`src/rtl/cc_line21_enc.sv`:
```
module cc_line21_enc #(
  parameter int LINE_CLKS   = 1716,
  parameter int UNITS       = 32,
  parameter int START_DLY   = 284,
  parameter int CC_LINE     = 21,
  parameter int LINE_W      = 10,
  parameter int LVL_LO      = 16,
  parameter int LVL_HI      = 126,
  parameter int RUNIN_UNITS = 7
) (
  input  logic        clk,
  input  logic        rst_n,
  input  logic        line_strobe,
  input  logic        field_strobe,
  input  logic        field_two,
  input  logic        wr_en,
  input  logic        wr_fld,
  input  logic [13:0] wr_data,
  input  logic        en_we,
  input  logic [1:0]  en_data,
  output logic [7:0]  luma,
  output logic        luma_vld,
  output logic [1:0]  status
);
  localparam int SUB_STEPS   = 16;
  localparam int STEP        = UNITS * SUB_STEPS;
  localparam int ACC_W       = $clog2(LINE_CLKS + STEP) + 1;
  localparam int TOTAL_UNITS = RUNIN_UNITS + 3 + 16;
  localparam int UNIT_W      = $clog2(TOTAL_UNITS + 1);
  localparam int DLY_W       = $clog2(START_DLY + 1);
  localparam int MID         = (LVL_LO + LVL_HI) / 2;
  localparam int AMP         = LVL_HI - MID;

  typedef enum logic [1:0] {IDLE, WAIT, SEND} st_t;
  st_t state;

  logic [LINE_W-1:0] line_cnt, nxt_line;
  logic              fld, nxt_fld, cur_fld, hit, sub_tick, done;
  logic [1:0]        en, pend_v, wr_hit, busy_f, done_f;
  logic [1:0][13:0]  chars, pend;
  logic [DLY_W-1:0]  dly;
  logic [ACC_W-1:0]  acc, acc_n;
  logic [3:0]        sub;
  logic [UNIT_W-1:0] unit, bidx;
  logic [13:0]       cur;
  logic [15:0]       frame;

  function automatic logic [7:0] runin_lvl(input logic [3:0] p);
    logic [2:0] k;
    int q, m;
    k = (p[2:0] > 3'd4) ? 3'(4'd8 - {1'b0, p[2:0]}) : p[2:0];
    case (k)
      3'd0:    q = 0;
      3'd1:    q = 98;
      3'd2:    q = 181;
      3'd3:    q = 237;
      default: q = 256;
    endcase
    m = (AMP * q + 128) / 256;
    return p[3] ? 8'(MID - m) : 8'(MID + m);
  endfunction

  assign nxt_line = field_strobe ? LINE_W'(1) :
                    (&line_cnt ? line_cnt : line_cnt + LINE_W'(1));
  assign nxt_fld  = field_strobe ? field_two : fld;
  assign hit      = line_strobe && state == IDLE &&
                    nxt_line == LINE_W'(CC_LINE) && en[nxt_fld];

  assign acc_n    = acc + ACC_W'(STEP);
  assign sub_tick = acc_n >= ACC_W'(LINE_CLKS);
  assign done     = state == SEND && sub_tick && sub == 4'hF &&
                    unit == UNIT_W'(TOTAL_UNITS - 1);

  assign wr_hit = {wr_en && wr_fld, wr_en && !wr_fld};
  assign busy_f = (state != IDLE) ? {cur_fld, !cur_fld} : 2'b00;
  assign done_f = done ? {cur_fld, !cur_fld} : 2'b00;

  assign cur   = chars[cur_fld];
  assign frame = {~^cur[13:7], cur[13:7], ~^cur[6:0], cur[6:0]};
  assign bidx  = unit - UNIT_W'(RUNIN_UNITS + 3);

  assign luma_vld = state == SEND;
  always_comb begin
    if (state != SEND)                            luma = 8'(LVL_LO);
    else if (unit < UNIT_W'(RUNIN_UNITS))         luma = runin_lvl(sub);
    else if (unit < UNIT_W'(RUNIN_UNITS + 2))     luma = 8'(LVL_LO);
    else if (unit == UNIT_W'(RUNIN_UNITS + 2))    luma = 8'(LVL_HI);
    else luma = frame[bidx[3:0]] ? 8'(LVL_HI) : 8'(LVL_LO);
  end

  always_ff @(posedge clk or negedge rst_n) begin
    if (!rst_n) begin
      state    <= IDLE;
      line_cnt <= '0;
      fld      <= 1'b0;
      cur_fld  <= 1'b0;
      en       <= 2'b01;
      dly      <= '0;
      acc      <= '0;
      sub      <= '0;
      unit     <= '0;
      chars    <= '0;
      pend     <= '0;
      pend_v   <= '0;
      status   <= '0;
    end else begin
      if (line_strobe) begin
        line_cnt <= nxt_line;
        fld      <= nxt_fld;
      end
      if (en_we) en <= en_data;
      case (state)
        IDLE: if (hit) begin
          state   <= WAIT;
          cur_fld <= nxt_fld;
          dly     <= '0;
        end
        WAIT: if (dly == DLY_W'(START_DLY - 2)) begin
          state <= SEND;
          acc   <= '0;
          sub   <= '0;
          unit  <= '0;
        end else dly <= dly + DLY_W'(1);
        default: begin
          if (sub_tick) begin
            acc <= acc_n - ACC_W'(LINE_CLKS);
            sub <= sub + 4'd1;
            if (sub == 4'hF) unit <= unit + UNIT_W'(1);
          end else acc <= acc_n;
          if (done) state <= IDLE;
        end
      endcase
      for (int i = 0; i < 2; i++) begin
        if (done_f[i]) begin
          chars[i]  <= wr_hit[i] ? wr_data : (pend_v[i] ? pend[i] : 14'd0);
          status[i] <= wr_hit[i] | pend_v[i];
          pend_v[i] <= 1'b0;
        end else if (wr_hit[i]) begin
          if (busy_f[i]) begin
            pend[i]   <= wr_data;
            pend_v[i] <= 1'b1;
          end else begin
            chars[i]  <= wr_data;
            status[i] <= 1'b1;
          end
        end
      end
    end
  end


  idle_level_chk: assert property (@(posedge clk) disable iff (!rst_n)
    !luma_vld |-> luma == 8'(LVL_LO));

  cc_line_chk: assert property (@(posedge clk) disable iff (!rst_n)
    $rose(luma_vld) |-> line_cnt == LINE_W'(CC_LINE) && en[cur_fld]);

  level_range_chk: assert property (@(posedge clk) disable iff (!rst_n)
    luma_vld |-> luma >= 8'(LVL_LO) && luma <= 8'(LVL_HI));

  held_write_chk: assert property (@(posedge clk) disable iff (!rst_n)
    (state != IDLE && $past(state != IDLE)) |-> $stable(chars[cur_fld]));

  status0_clear_chk: assert property (@(posedge clk) disable iff (!rst_n)
    $fell(status[0]) |-> $fell(luma_vld) && !cur_fld);

  status1_clear_chk: assert property (@(posedge clk) disable iff (!rst_n)
    $fell(status[1]) |-> $fell(luma_vld) && cur_fld);
endmodule

```
`config.mk`:
```
export PLATFORM = sky130hd
export DESIGN_NAME = cc_line21_enc
export DESIGN_NICKNAME = d
export VERILOG_FILES = /design/src/rtl/cc_line21_enc.sv
export SDC_FILE = /design/constraint.sdc
export NUM_CORES = 1
export LEC_CHECK = 0
export BUFFER_PORTS_ARGS = -buffer_cell sky130_fd_sc_hd__clkbuf_2
export CAP_MARGIN = 20
export CORE_MARGIN = 5
export CORE_UTILIZATION = 50
export CTS_CLUSTER_SIZE = 16
export DETAILED_ROUTE_END_ITERATION = 10
export PLACE_DENSITY = 0.67
export REMOVE_ABC_BUFFERS = 1
export SLEW_MARGIN = 10
export SYNTH_ARGS = -nofsm -noshare
export SYNTH_HDL_FRONTEND = slang
export SYNTH_SLANG_ARGS = --single-unit
```
`constraint.sdc`:
```
create_clock -name clk -period 8.1 [get_ports clk]
set_input_delay 1.62 -clock clk [delete_from_list [all_inputs] [get_ports clk]]
set_output_delay 1.62 -clock clk [all_outputs]
set_load 0.02 [all_outputs]
```
**Word-level counts from Yosys, hierarchy flattened**

Index checks and enable logic that the tools add are counted.

- Bits in registers: 107
- Word-level logic and storage cells: 156
- Bits of input ports: 24

- Reductions and logical operators: 37
- Mux-type cells: 60
- Equal/unequal tests: 16
- Bitwise logic cells: 6
- Magnitude comparators: 7
- Multipliers: 1
- Add/sub/neg operators: 12

Operator list:

| kind | count |
|---|---|
| 2-to-1 mux 14 bit | 12 |
| 2-to-1 mux 32 bit | 2 |
| one-hot mux 9 bit (4 select lines) | 1 |
| adder 32 x 9 -> 32 bit, second input constant | 1 |
| multiplier 7 x 32 -> 32 bit, first input constant | 1 |
| 2-to-1 mux 13 bit | 2 |
| one-hot mux 13 bit (2 select lines) | 1 |
| 2-to-1 mux 8 bit | 3 |
| 2-to-1 mux 7 bit | 3 |
| 2-to-1 mux 10 bit | 2 |
| 2-to-1 mux 9 bit | 2 |
| one-hot mux 9 bit (2 select lines) | 1 |
| 2-to-1 mux 1 bit | 16 |
| nonzero test 2 bit | 8 |
| 2-to-1 mux 5 bit | 3 |
| AND reduction 3 bit | 5 |
| XNOR reduction 7 bit | 2 |
| adder 13 x 10 -> 13 bit, second input constant | 1 |
| >= comparator 13 x 11 -> 1 bit, second input constant | 1 |
| subtractor 13 x 11 -> 13 bit, second input constant | 1 |
| AND reduction 2 bit | 6 |
| adder 10 x 1 -> 10 bit, second input constant | 1 |
| equality test 10 x 5 -> 1 bit, second input constant | 1 |
| 2-to-1 mux 2 bit | 5 |
| 40 further kinds | 58 |

**Logic depth before layout (Yosys ltp)**

Gate-level depths: netlist of the first run.

- Depth in word-level cells: 15
- Mapped depth: 29
- Gate-level depth less buffers: 28

**Worst setup path before layout of the first run**

OpenSTA, ideal clock, no wires.

- Path kind: reg2out
- Start: reg sub[0]
- End: out luma[6]
- Cell stages (with the launch flop): 28
- Arrival: 6.387 ns
- Setup slack: 0.093 ns
- Path through: dfrtp_1 > buf_2 > inv_1 > ha_1 > nand2_1 > o22ai_1 > nand2_1 > ha_1 > inv_1 > ha_1 > inv_1 > ha_1 > fa_1 > inv_1 > fa_1 > inv_1 > ha_1 > a21oi_1 > nand2_1 > and3_1 > o41ai_1 > xor2_1 > ha_1 > or3b_2 > nand4_1 > o31ai_1 > nand3_1 > nor4bb_1

- Longest elaborated chain between the ends: 15
- Elaborated cells on any way between the ends: 20

Ends and longest elaborated chain:

| item | line | RTL |
|---|---|---|
| start: declaration | 43 | `logic [3:0] sub;` |
| start signal: assignment | 127 | `sub <= sub + 4'd1;` |
| subtractor 1 x 3 -> 3 bit / greater-than comparator 3 bit (equally long branches) | 51 | `k = (p[2:0] > 3'd4) ? 3'(4'd8 - {1'b0, p[2:0]}) : p[2:0];` |
| 2-to-1 mux 3 bit (*) | 51 |  |
| equality test 3 x 2 -> 1 bit (tied with other cells) | 52 | `case (k)` |
| one-hot mux 9 bit (4 select lines) (*) | 52 |  |
| 2-to-1 mux 32 bit (*) | 85 | `else if (unit < UNIT_W'(RUNIN_UNITS)) luma = runin_lvl(sub);` |
| 2-to-1 mux 32 bit (*) | 84 | `if (state != SEND) luma = 8'(LVL_LO);` |
| multiplier 7 x 32 -> 32 bit (*) | 59 | `m = (AMP * q + 128) / 256;` |
| adder 32 x 9 -> 32 bit (*) | 59 |  |
| OR reduction 8 bit (no line) | -- |  |
| bitwise AND 1 bit (no line) | -- |  |
| adder 8 x 1 -> 8 bit (no line) (*) | -- |  |
| adder 8 bit / subtractor 8 bit (equally long branches) | 60 | `return p[3] ? 8'(MID - m) : 8'(MID + m);` |
| 2-to-1 mux 8 bit (*) | 60 |  |
| 2-to-1 mux 8 bit (*) | 85 |  |
| 2-to-1 mux 8 bit (*) | 84 |  |
| end: declaration | 21 | `output logic [7:0] luma,` |

Mark *: on every way between the ends. The rest lies on a longest branch, timed or not. The select of a mux whose other input is x is not followed.

**Worst setup path in the final report of the first run**

- Start: reg sub[1]
- End: out luma[6]

The elaborated chain is that of the path after synthesis.

==> impl_summary.md, run 1 <==
Global route
After global routing the overflow that remains totals 0. The met1 usage in global routing is 0.267. The met2 global-route usage is 0.330. The met3 usage is 0.0295. The wire length of the first global-routing pass is 27500 microns. The number of global-route vias before repair is 5718. Entering global routing, the biggest net connects 67 pins. The initial antenna violation count is 0. The combined global-route utilization of all metal layers is 0.200. The layer flagged by global routing as most heavily used is met2.

Yosys
The synthesized netlist contains 71 unique library cells. Counting flops with a built-in enable in the synthesized netlist gives 0. Summing every instance area after synthesis gives 7180 sq um.

The number of warnings issued by yosys is 0. The average cell area after synthesis is 9.50 sq um. Among all flip-flop cells after synthesis, the most frequent one is sky130_fd_sc_hd__dfrtp_1. The async set or reset register ratio after synthesis is 1.00. The flop and latch count out of synthesis is 105. The post-synthesis sequential area ratio is 0.366.

The number of standard cells after synthesis is 756.

Timing
The number of endpoints with negative hold slack in the final report is 0. At the pin with the least slew margin, the transition time is 1.12 ns. The period utilization is 0.971. Timing would allow up to 127 MHz. The number of max-slew violations in the final report is 0. Headroom to the max-slew limit came out at 0.248.

Between clock sinks in the finished design, the worst skew comes to 0.00907 ns. The minimum clock period is 7.86 ns. The count of endpoints failing setup in the final report is 0.

Routing
The routed layout has 5725 vias. The first-iteration detailed-routing DRC count is 435. The number of antenna-violating nets in the routed design is 0. The routed wire length is 16400 microns. In the routed design, unresolved DRC markers number 0. The first detailed-routing pass took 5 iterations. The detail-routed net length per standard cell is 16.9 microns. The detail-routed via count per cell is 5.90.

Finish
Summing all non-filler instances in the final layout gives an area of 7980 sq um. The area of the multi-input gates is 4290 sq um. The synthesis-to-finish area growth is 11.1%. Across the whole layout, storage elements account for 2630 sq um. The layout net count is 870.

The core utilization of the finished layout is 0.570. The filler cell count in the final layout is 1235. The count of inserted antenna diode cells is 0. The share of layout cells above drive strength 1 is 0.181.

Power and ir drop
Across the VDD grid, the largest voltage drop is 0.182 mV. The analysis attributes to cell leakage a power of 3.87 nW. Dividing total power by cell area gives a power density of 136 nW/um^2.

Placement
The HPWL after detailed placement is 11500 microns. In this run the tool buffered the top-level ports with 34 buffer cells. The instance area at placement is 7500 sq um.

The routability congestion estimate from global placement is 0.845.

Critical path
The cell repeated most along the worst path is sky130_fd_sc_hd__inv_1. The highest fanout seen on the critical path is 6. The category of the worst setup path capture point is an output pin.

The reg-to-reg startpoint is acc[9]. The critical path class is reg2out. The first element of the critical path is sub[1]. Among all stages on the critical path, the largest delay is contributed by sky130_fd_sc_hd__fa_1.

The setup check on the worst reg-to-reg path leaves a slack of 4.54 ns. The critical path ends at luma[6]. For the worst flop-to-flop path, the logic depth is 9. In this run the critical register-to-register path is captured at chars[3]. The arrival time at the worst endpoint is 6.24 ns. STA puts the critical path data required time at 6.48 ns. The kind of start point of the critical path is a register.

In this design, the stage delay of the slowest critical-path cell is 0.54 ns.

Floorplanning
The floorplan has 43 rows. The floorplan die height is 130 microns. The initial utilization of the core area, before any placement, comes to 0.513. The area of the die is 16900 sq um. The I/O pin count is 35. The floorplan die width is 130 microns.

The core region is 14000 sq um.

Hold path
The startpoint identified for the worst hold timing path is pend[23]. The path type of the worst min-delay path is reg2reg.

Clock tree
The library cell used as clock root buffer is sky130_fd_sc_hd__clkbuf_16. The largest buffer count on any clock path is 2. After clock tree synthesis, the flow added hold-fix buffers numbering 0. The clock tree from TritonCTS is built.

Clock-pin slew was measured on the worst setup and hold paths at 0.08 ns. The TritonCTS sink count is 105. The number of clock buffers added by TritonCTS is 9. The clock insertion delay at the later pin of the skew report is 0.36 ns. In this run the number of H-tree levels came out at 3.

Flow run
The count of max-cap constraint violations is 0.

Run status
The flow ran to the end, and the final reports show no timing, DRC or antenna violations.
## worst max-delay path: cells and delay by family, from the launching register on
family                   cells  cell delay (ns)
buffers and inverters        6             0.53
XOR/XNOR                     1             0.25
AO/OA/AOI/OAI                4             0.63
flip-flops                   1             0.39
AND/OR/NAND/NOR              8             1.51
adder cells (fa/ha/maj)      8             2.55
## power by group
group	total [mW]	internal [mW]	switching, mW
Sequential	0.578	0.554	0.0238
Combinational	0.0903	0.0435	0.0468
Clock	0.420	0.212	0.208
Total	1.09	0.809	0.278
## cells in the final DEF (no fill, tap or decap), drive strengths merged, types with 31 or more instances in the layout
cell type  instances
nand2             60
clkbuf            41
nand3             31
dfrtp            104
inv               64
mux2              35
o21ai             35
nor2              64
a21oi             35
ha                54
## through the flow
stage / worst slack [ns] / hold WS (ns) / total power [mW] / instances / TNS [ns]
2_1_floorplan: 0.0896 / 0.456 / 0.637 / 723 / 0
3_3_place_gp: 0.467 / 0.482 / 0.672 / 945 / 0
3_5_place_dp: 0.179 / 0.484 / 0.677 / 945 / 0
4_1_cts: 0.0640 / 0.505 / 1.10 / 961 / 0
5_1_grt: -0.0554 / 0.526 / 1.13 / 970 / -0.0810
6_report: 0.236 / 0.508 / 1.09 / 970 / 0
## routing by layer
metal / wire (microns) / up-vias
li1: - / 2760
met1: 7520 / 2812
met2: 7910 / 126
met3: 549 / 27
met4: 368 / 0
met5: 0 / -
## cell usage after synthesis, types with 3 or more instances
master	number	area share
sky130_fd_sc_hd__nand3_1	30	0.021
sky130_fd_sc_hd__and3_1	7	0.0061
sky130_fd_sc_hd__fa_1	7	0.020
sky130_fd_sc_hd__mux4_2	7	0.022
sky130_fd_sc_hd__mux2i_1	13	0.018
sky130_fd_sc_hd__o31ai_1	4	0.0042
sky130_fd_sc_hd__a31oi_1	19	0.017
sky130_fd_sc_hd__mux2_2	35	0.055
sky130_fd_sc_hd__clkbuf_1	21	0.011
sky130_fd_sc_hd__nor3b_1	4	0.0042
sky130_fd_sc_hd__nor2_1	64	0.033
sky130_fd_sc_hd__a21o_1	8	0.0084
sky130_fd_sc_hd__nor2b_1	7	0.0061
sky130_fd_sc_hd__o211ai_1	4	0.0042
sky130_fd_sc_hd__and2_1	6	0.0052
sky130_fd_sc_hd__nand2b_1	7	0.0061
sky130_fd_sc_hd__a222oi_1	14	0.020
sky130_fd_sc_hd__inv_1	60	0.031
sky130_fd_sc_hd__a211oi_1	4	0.0042
sky130_fd_sc_hd__nor3_1	4	0.0028
sky130_fd_sc_hd__xor2_1	27	0.033
sky130_fd_sc_hd__nor4_1	4	0.0035
sky130_fd_sc_hd__a21oi_1	34	0.024
sky130_fd_sc_hd__xnor2_1	27	0.033
sky130_fd_sc_hd__buf_2	9	0.0063
sky130_fd_sc_hd__a22o_1	5	0.0061
sky130_fd_sc_hd__dfrtp_1	104	0.36
sky130_fd_sc_hd__or3_1	4	0.0035
sky130_fd_sc_hd__ha_1	54	0.094
sky130_fd_sc_hd__and4_1	4	0.0049
sky130_fd_sc_hd__nand4_1	12	0.010
sky130_fd_sc_hd__o22ai_1	3	0.0026
sky130_fd_sc_hd__nand2_1	60	0.031
sky130_fd_sc_hd__o21ai_0	34	0.024
## how the worst min path moves through the flow
stage                      to  depth (start not counted)
finish              chars[23]                          2
global route          pend[8]                          1
CTS                 chars[27]                          2
detailed placement  chars[27]                          2
global placement    chars[27]                          2
floorplan           chars[27]                          2
## layout make-up
| class | instances | area share |
|---|---|---|
| Clock buffer | 9 | 0.0282 |
| Tap cell | 180 | 0.0282 |
| Timing Repair Buffer | 51 | 0.0403 |
| Inverter | 61 | 0.0287 |
| Clock inverter | 7 | 0.00674 |
| Sequential cell | 105 | 0.330 |
| Multi-Input combinational cell | 557 | 0.538 |
## what timing repair did
item / in CTS / in global routing
resized for setup: 5 / 20
setup buffers: 0 / 6
pin swaps: 0 / 8
setup endpoints to repair: 3 / 4
endpoints found under the hold margin: 0 / 0
## cell families after synthesis
kind of cell    synth area share
compound gates             0.149
fa+ha+maj                  0.114
flops                      0.366
simple gates               0.159
xor+xnor                  0.0659
buf+inv                   0.0518
mux                       0.0950
## registers in the layout (all words and copies together), names as in the netlist
name,cells
sub,4
status,2
fld,1
chars,28
state,2
pend,28
en,2
dly,9
acc,11
pend_v,2
cur_fld,1
unit,5
line_cnt,10
Power figures use the tool's default switching activity.
==> inputs of run 2 (changes only) <==
==> constraint.sdc (replaced) <==
create_clock -name clk -period 8.3 [get_ports clk]
set_input_delay 1.66 -clock clk [delete_from_list [all_inputs] [get_ports clk]]
set_output_delay 1.66 -clock clk [all_outputs]
set_load 0.02 [all_outputs]
==> run 2 against run 1 <==
- combinational power fell by 3.1%
- register-to-register slack better by 0.32 ns
- clock-buffer cell count stayed put
- setup slack gained 0.11 ns
- sequential share of layout area is 0.12 points lower
- first-iteration DRC count decreased by 13%
- clock power is 11% higher
- final cell count is 0.10% lower
- largest power group unchanged
==> impl_summary.md, run 2 (synthesis results as in run 1) <==
Floorplanning
The starting utilization of the core area was 0.513 (unchanged). The placeable core region came to 14000 sq um (unchanged). The area of the die is 16900 sq um (unchanged). The floorplan die width was 130 microns (unchanged).

The floorplan row count was 43 (unchanged). The I/O pin count was 35 (unchanged). The floorplan die height is 130 microns (unchanged).

Critical path
STA classifies the critical path startpoint as a register. The arrival time at the worst endpoint is 6.29 ns (+0.05 ns). The highest fanout seen on the critical path was 8 (+2). The category of the worst setup path capture point is an output pin. The reg-to-reg startpoint is acc[9]. The first element of the critical path is sub[1]. For this design, the slowest cell found on the critical path is sky130_fd_sc_hd__fa_1. The data required time at the worst endpoint was 6.64 ns (+0.16 ns).

The cell repeated most along the worst path is sky130_fd_sc_hd__inv_1. The longest individual stage delay on the worst path came to 0.53 ns (about the same). The critical path is of the reg2out type.

Routing
The detailed-route via count is 5699 (-0.45%). The first-iteration detailed-routing DRC count was 377 (-13%). The number of antenna-violating nets in the routed design is 0 (unchanged).

The post-detailed-route DRC marker count was 0 (unchanged). The detail-routed via count per cell is 5.88 (-0.35%). The detail-routed net length per standard cell is 16.7 microns (-1.2%).

The number of search-and-repair iterations in the first detailed-routing pass is 6 (+1). The routed wire length is 16100 microns (-1.3%).

Finish
The area of all placed cells without fillers came to 8010 sq um (+0.38%). The leading cell type in the layout, fill and taps excluded is sky130_fd_sc_hd__dfrtp_1. In the layout the commonest cells are 103 x sky130_fd_sc_hd__dfrtp_1, 63 x sky130_fd_sc_hd__nor2_1, 59 x sky130_fd_sc_hd__inv_1, 59 x sky130_fd_sc_hd__nand2_1, 50 x sky130_fd_sc_hd__ha_1.

The layout net count is 869 (-0.11%). The count of inserted antenna diode cells came to 0 (unchanged). The share of layout cells above drive strength 1 is 0.175 (-0.00611).

The synthesis-to-finish area growth is 11.6%. The largest registers in the layout are chars (28), pend (28), acc (11).

Timing
The number of endpoints with negative hold slack in the final report is 0 (unchanged). The number of max-slew violations in the final report is 0 (unchanged). The count of endpoints failing setup in the final report is 0 (unchanged). The setup TNS came to 0 ns (unchanged). The minimum clock period is 7.95 ns.

The period utilization is 0.958. The maximum clock skew at final layout is 0.00742 ns (-0.00164 ns). Based on the critical path, the design can be clocked at up to 126 MHz.

The worst relative slew slack is 0.298 (+0.0495). The transition time of the tightest slew-check pin came to 1.05 ns (-0.0745 ns).

Global route
The wire length of the first global-routing pass came to 27300 microns (-0.93%). The combined global-route utilization of all metal layers is 0.198 (-0.00137). The overall overflow remaining after global route is 0 (unchanged). The initial antenna violation count came to 0 (unchanged). The number of global-route vias before repair is 5646 (-1.3%). The maximum number of pins on one net before global-route repair was 70 (+4.5%).

Hold path
The startpoint identified for the worst hold timing path is pend[17]. The path type of the worst min-delay path is reg2reg.

Clock tree
The TritonCTS sink count is 105 (unchanged). The depth of the CTS H-tree is 3 (unchanged). TritonCTS built the clock tree. The library cell used as clock root buffer is sky130_fd_sc_hd__clkbuf_16. The number of clock buffers inserted by TritonCTS is 9 (unchanged).

The clock insertion delay at the later pin of the skew report is 0.35 ns (about the same). The register clock-pin slew on the reported worst setup and hold paths is 0.07 ns (about the same). The largest buffer count on any clock path was 2 (unchanged).

Placement
The routability congestion estimate from global placement was 0.954 (+13%). The instance area at placement is 7520 sq um (+0.20%). The detailed placer's ending HPWL is 11500 microns (-0.23%). The count of buffers from port buffering is 34 (unchanged).

Flow run
The count of max-cap constraint violations is 0 (unchanged).

Power and ir drop
The worst ir drop on vdd is 0.116 mV (-37%). The leakage power total is 3.87 nW (about the same). The total power per unit cell area is 140 nW/um^2 (+2.5%).

Run status
The flow ran to the end, and the final reports show no timing, DRC or antenna violations.
-- run 2: layer usage --
metal | vias up | share of wire | global-route usage
li1 | 2754 | - | -
met1 | 2798 | 0.45 | 0.261
met2 | 118 | 0.50 | 0.337
met3 | 29 | 0.037 | 0.0303
met4 | 0 | 0.019 | 0.0636
met5 | - | 0 | 0
-- run 2: through the flow --
step                setup slack (ns)  total power [mW]  hold slack, ns  utilization  cells
floorplan                      0.250             0.622           0.456            -    723
global placement               0.465             0.656           0.475        0.536    944
detailed placement             0.198             0.662           0.491        0.537    946
CTS                           0.0138              1.13           0.513        0.562    962
global route                 -0.0196              1.17           0.534        0.573    969
finish                         0.346              1.12           0.512        0.573    969
-- run 2: cell type report --
type	instances	area, sq um
Sequential cell	105	2630
Inverter	61	231
Tap cell	180	225
Clock inverter	7	104
Multi-Input combinational cell	557	4280
Timing Repair Buffer	50	310
Clock buffer	9	225
Fill cell	1187	5980
-- run 2: where the power goes --
part	switching, mW	total [mW]	internal, mW
sequential	0.0236	0.564	0.540
combinational	0.0450	0.0875	0.0425
clock	0.200	0.468	0.268
-- run 2: path summary, 6_finish.rpt --
check	to	slack [ns]	cells after the start
worst max-delay path	luma[6]	0.35	27
max in group asynchronous	chars[4]	5.80	2
worst min register to register	chars[17]	0.51	2
worst min-delay path	chars[17]	0.51	2
min in group asynchronous	dly[6]	1.26	1
worst max register to register	chars[0]	4.86	9
-- run 2: repair_timing --
item	in CTS	in global routing
endpoints found under the setup margin	1	4
pin swaps	0	6
endpoints found under the hold margin	0	0
setup buffers	0	6
hold buffers	0	0
resized for setup	3	19
-- run 2: critical path: cells and delay by family, from the launching register on --
kind / cells / cell delay (ns)
AOI/OAI and AO/OA: 4 / 0.68
and+or+nand+nor: 8 / 1.47
xor gates and xnor gates: 1 / 0.24
DFF: 1 / 0.38
buffers and inverters: 6 / 0.60
adders and majority gates: 8 / 2.58
